==> config.mk <==
export PLATFORM = sky130hd
export DESIGN_NAME = pte_fault_select
export DESIGN_NICKNAME = d
export VERILOG_FILES = /design/src/rtl/pte_chk_pkg.sv /design/src/rtl/pte_fault_select.sv
export SDC_FILE = /design/constraint.sdc
export NUM_CORES = 1
export LEC_CHECK = 0
export ABC_AREA = 1
export BUFFER_PORTS_ARGS = -buffer_cell sky130_fd_sc_hd__buf_4
export CAP_MARGIN = 25
export CORE_AREA = 2 2 39 41
export DETAILED_ROUTE_END_ITERATION = 7
export DIE_AREA = 0 0 41 43
export PLACE_DENSITY = 0.32
export SYNTH_ARGS = -nofsm -noshare
export SYNTH_HDL_FRONTEND = slang
export SYNTH_SLANG_ARGS = --single-unit
export TNS_END_PERCENT = 1
==> constraint.sdc <==
create_clock -name vclk -period 1.5
set_input_delay 0.075 -clock vclk [all_inputs]
set_output_delay 0.075 -clock vclk [all_outputs]
set_load 0.01 [all_outputs]
==> src/rtl/pte_chk_pkg.sv <==
// Package: shared widths, flag bit positions and code types for the
// page entry permission checker. Assumes the 8-bit flag layout is fixed.
package pte_chk_pkg;
    localparam int FLAG_W   = 8;
    localparam int ACC_W    = 2;
    localparam int PRIV_W   = 2;
    localparam int REASON_W = 3;
    localparam int CLASS_W  = 3;

    localparam int FB_V = 0;
    localparam int FB_R = 1;
    localparam int FB_W = 2;
    localparam int FB_X = 3;
    localparam int FB_U = 4;
    localparam int FB_G = 5;
    localparam int FB_A = 6;
    localparam int FB_D = 7;

    typedef enum logic [ACC_W-1:0] {
        ACC_READ  = 2'd0,
        ACC_WRITE = 2'd1,
        ACC_RMW   = 2'd2,
        ACC_EXEC  = 2'd3
    } acc_e;

    typedef enum logic [REASON_W-1:0] {
        RSN_NONE     = 3'd0,
        RSN_MEM      = 3'd1,
        RSN_INVALID  = 3'd2,
        RSN_NOPERM   = 3'd3,
        RSN_MISALIGN = 3'd4,
        RSN_UPD_OFF  = 3'd5
    } reason_e;

    typedef enum logic [CLASS_W-1:0] {
        EXC_NONE   = 3'd0,
        EXC_LD_ACC = 3'd1,
        EXC_LD_PG  = 3'd2,
        EXC_ST_ACC = 3'd3,
        EXC_ST_PG  = 3'd4,
        EXC_IF_ACC = 3'd5,
        EXC_IF_PG  = 3'd6
    } exc_e;
endpackage

==> src/rtl/pte_fault_select.sv <==
// Module: picks the winning fault reason by fixed priority and maps it
// with the access kind to an exception class. Assumes the permission and
// update inputs are meaningful only for leaf entries.
module pte_fault_select
    import pte_chk_pkg::*;
(
    input  acc_e    acc_i,
    input  logic    mach_i,
    input  logic    mem_err_i,
    input  logic    invalid_i,
    input  logic    pointer_i,
    input  logic    permit_i,
    input  logic    misalign_i,
    input  logic    upd_needed_i,
    input  logic    upd_en_i,
    output reason_e reason_o,
    output exc_e    exc_o
);
    // Priority chain: lowest code wins; pointers stop before leaf checks.
    always_comb begin
        if (mach_i)                        reason_o = RSN_NONE;
        else if (mem_err_i)                reason_o = RSN_MEM;
        else if (invalid_i)                reason_o = RSN_INVALID;
        else if (pointer_i)                reason_o = RSN_NONE;
        else if (!permit_i)                reason_o = RSN_NOPERM;
        else if (misalign_i)               reason_o = RSN_MISALIGN;
        else if (upd_needed_i && !upd_en_i) reason_o = RSN_UPD_OFF;
        else                               reason_o = RSN_NONE;
    end

    // Class: access fault for memory errors, page fault otherwise.
    always_comb begin
        if (reason_o == RSN_NONE) begin
            exc_o = EXC_NONE;
        end else begin
            unique case (acc_i)
                ACC_READ:          exc_o = (reason_o == RSN_MEM) ? EXC_LD_ACC : EXC_LD_PG;
                ACC_WRITE, ACC_RMW: exc_o = (reason_o == RSN_MEM) ? EXC_ST_ACC : EXC_ST_PG;
                ACC_EXEC:          exc_o = (reason_o == RSN_MEM) ? EXC_IF_ACC : EXC_IF_PG;
                default:           exc_o = EXC_NONE;
            endcase
        end
    end
endmodule

==> impl_table.tex <==
\begin{tabular}{lr}
\hline
Metric & Value \\
\hline
\multicolumn{2}{l}{\textbf{Layout}} \\
\quad Number of nets in the layout & 58 \\
\quad FILL cells & 170 \\
\quad Sequential standard cell area & 0 sq um \\
\quad CLK BUF & 0 \\
\quad Diode insertion count for antenna repair & 0 \\
\quad Layout sequential cell count & 0 \\
\quad Ratio of cells with drive above 1 in the final layout & 0.667 \\
\quad Multi-input combinational cell area & approximately 140 sq um \\
\quad Signed area change from the synthesized netlist to the final layout & 170\% \\
\multicolumn{2}{l}{\textbf{STA}} \\
\quad Final count of hold timing violations & 0 \\
\quad Slew of the pin with the lowest slew margin & 0.156 ns \\
\quad Fraction of the cycle the final worst path needs & 0.988 \\
\quad Normalized max-slew margin & 0.896 \\
\quad Setup repair after global routing missed its margin & yes \\
\quad Number of max-slew violations in the final report & 0 \\
\quad \# setup viols final & 0 \\
\quad TNS Setup & 0 ns \\
\quad Final Critical Period & approximately 1.5 ns \\
\quad Min setup slack post-route & 0.0175 ns \\
\quad Max Clock Freq & approximately 670 MHz \\
\multicolumn{2}{l}{\textbf{Detailed routing}} \\
\quad Detailed-route DRC error count & 0 \\
\quad Count of antenna-violating nets left after detailed routing & 0 \\
\quad First drt pass iteration count & 1 \\
\quad DRT iter0 DRCs & 0 \\
\quad Via density per instance & 3.70 \\
\quad Vias after detailed routing & around 230 \\
\quad Routed WL per cell & 7.21 um \\
\quad DRT Wirelength & 440 um \\
\multicolumn{2}{l}{\textbf{Worst setup path}} \\
\quad Arrival time at the worst endpoint & about 1.4 ns \\
\quad Max FO, Critical Path & 2 \\
\quad Critical path's largest stage delay & 0.42 ns \\
\quad Chain of cells forming the critical path & buf\_4 > a21oi\_2 > nor2\_4 > nor2\_2 > and3\_4 > fa\_1 > a21oi\_2 > buf\_4 \\
\quad Startpoint type of the worst setup path & input port \\
\quad Cell class contributing the biggest share of worst-path delay & adder cells \\
\quad Category of the worst setup path capture point & primary output \\
\quad Class of the most critical setup path & input port to primary output \\
\quad Critical-path top delay cell & fa\_1 \\
\quad Buffering stage count on the worst path with inverters included & 2 \\
\quad Required time worst endpoint & 1.42 ns \\
\multicolumn{2}{l}{\textbf{Global routing}} \\
\quad GRT Util Overall & 0.0531 \\
\quad Number of global-route vias before repair & 200 \\
\quad Global route total overflow & 0 \\
\quad Global-route wire length before repair & 710 um \\
\quad Number of antenna violations at the first check in global routing & 0 \\
\quad Maximum number of pins on one net before global-route repair & 4 \\
\multicolumn{2}{l}{\textbf{Power}} \\
\quad Worst supply voltage drop on vdd & 109 uV \\
\quad Power Density & 269 mW/mm\^{}2 \\
\quad Static leakage & between 0.15 and 0.2 nW \\
\quad Final total power & between 90 and 100 uW \\
\multicolumn{2}{l}{\textbf{Floorplan}} \\
\quad Starting utilization of the core area & 0.0940 \\
\quad Area of the placeable core & 0.00138 sq mm \\
\quad Height of the die & 43 um \\
\quad Num ports & 16 \\
\quad Die width & 41 um \\
\quad Cell Rows & 14 \\
\quad Full die area & 0.00176 sq mm \\
\multicolumn{2}{l}{\textbf{Place}} \\
\quad Routability congestion estimate & about 0.57 \\
\quad DP Wirelength & 379 um \\
\quad Worst slack, placed & -0.0533 ns \\
\quad Count of input and output buffers & 16 \\
\multicolumn{2}{l}{\textbf{Min path}} \\
\quad Hold/Removal Path Class & input port to primary output \\
\multicolumn{2}{l}{\textbf{Synthesis}} \\
\quad Cell type with the largest total area after synthesis & inv\_1 \\
\quad Count of unique library cells instantiated by Yosys & 9 \\
\quad Average cell area after synthesis & 5.21 sq um \\
\quad Warning count from the yosys run & 0 \\
\quad Sequential fraction of the synthesis area & 0 \\
\quad Number of standard cells after synthesis & 25 \\
\quad Share of Yosys cell area claimed by the top area cell type & 0.202 \\
\quad Most instantiated cells after synthesis & 7 x inv\_1, 4 x nand2\_1, 3 x a21oi\_1, 3 x nor2\_1 \\
\quad Total nets after synthesis & 36 \\
\quad Cell with the most instances after synthesis & inv\_1 \\
\quad Synth area leaders & inv\_1 20\%, fa\_1 15\%, a21oi\_1 12\% \\
\quad Post-synthesis instance area & approximately 130 sq um \\
\multicolumn{2}{l}{\textbf{Flow run}} \\
\quad Max Cap Viol & 0 \\
\multicolumn{2}{l}{\textbf{Clocking}} \\
\quad Number of hold buffers added after CTS & 0 \\
\multicolumn{2}{l}{\textbf{Status}} \\
\quad Run status & finished clean \\
\hline
\end{tabular}
power breakdown:
part	switching [mW]	internal, mW
combinational	0.0411	0.0534
clock	0	0
sequential	0	0
total	0.0411	0.0534
per-stage QoR:
stage / utilization / hold WS, ns / std cells / instance area (sq um)
finish: 0.254 / 0.583 / 61 / 352
detailed placement: 0.212 / 0.571 / 60 / 293
global placement: 0.212 / 0.585 / 60 / 293
global route: 0.254 / 0.607 / 61 / 352
CTS: 0.241 / 0.611 / 61 / 333
floorplan: - / 0.276 / 25 / 130
final timing paths:
check,end,from,depth (start not counted),slack [ns]
max,exc_o[1],upd_needed_i,8,0.02
min,exc_o[0],mach_i,4,0.58
cell families after synthesis:
group | after synthesis | share of synthesized area
AO/OA/AOI/OAI | 4 | 0.173
adder cells (fa/ha/maj) | 1 | 0.154
AND/OR/NAND/NOR | 13 | 0.471
buffers and inverters | 7 | 0.202
routing by layer:
layer	wire length, um	vias up	track usage
li1	-	117	-
met1	186	100	0.0669
met2	213	9	0.100
met3	40	0	0
met4	0	0	0
met5	0	-	0
layout by cell type, fill, tap and decap left out:
master / count
a21oi_1: 1
a21oi_2: 2
and3_1: 1
and3_4: 1
buf_4: 17
buf_6: 3
fa_1: 1
inv_1: 6
inv_2: 1
nand2_1: 3
nand2_2: 1
nand3_1: 1
nand3_2: 1
nor2_1: 1
nor2_2: 1
nor2_4: 3
o21a_1: 1
final cells by class:
| type | instances | area share |
|---|---|---|
| Multi-Input combinational cell | 18 | 0.409 |
| Timing Repair Buffer | 20 | 0.459 |
| Tap cell | 16 | 0.0569 |
| Inverter | 7 | 0.0747 |
repair_timing:
item	CTS	global route
buffers inserted	1	0
endpoints found under the setup margin	1	2
resized for setup	8	6
hold endpoints to repair	0	0
pin swaps	2	7
(Power assumes the default switching activity.)
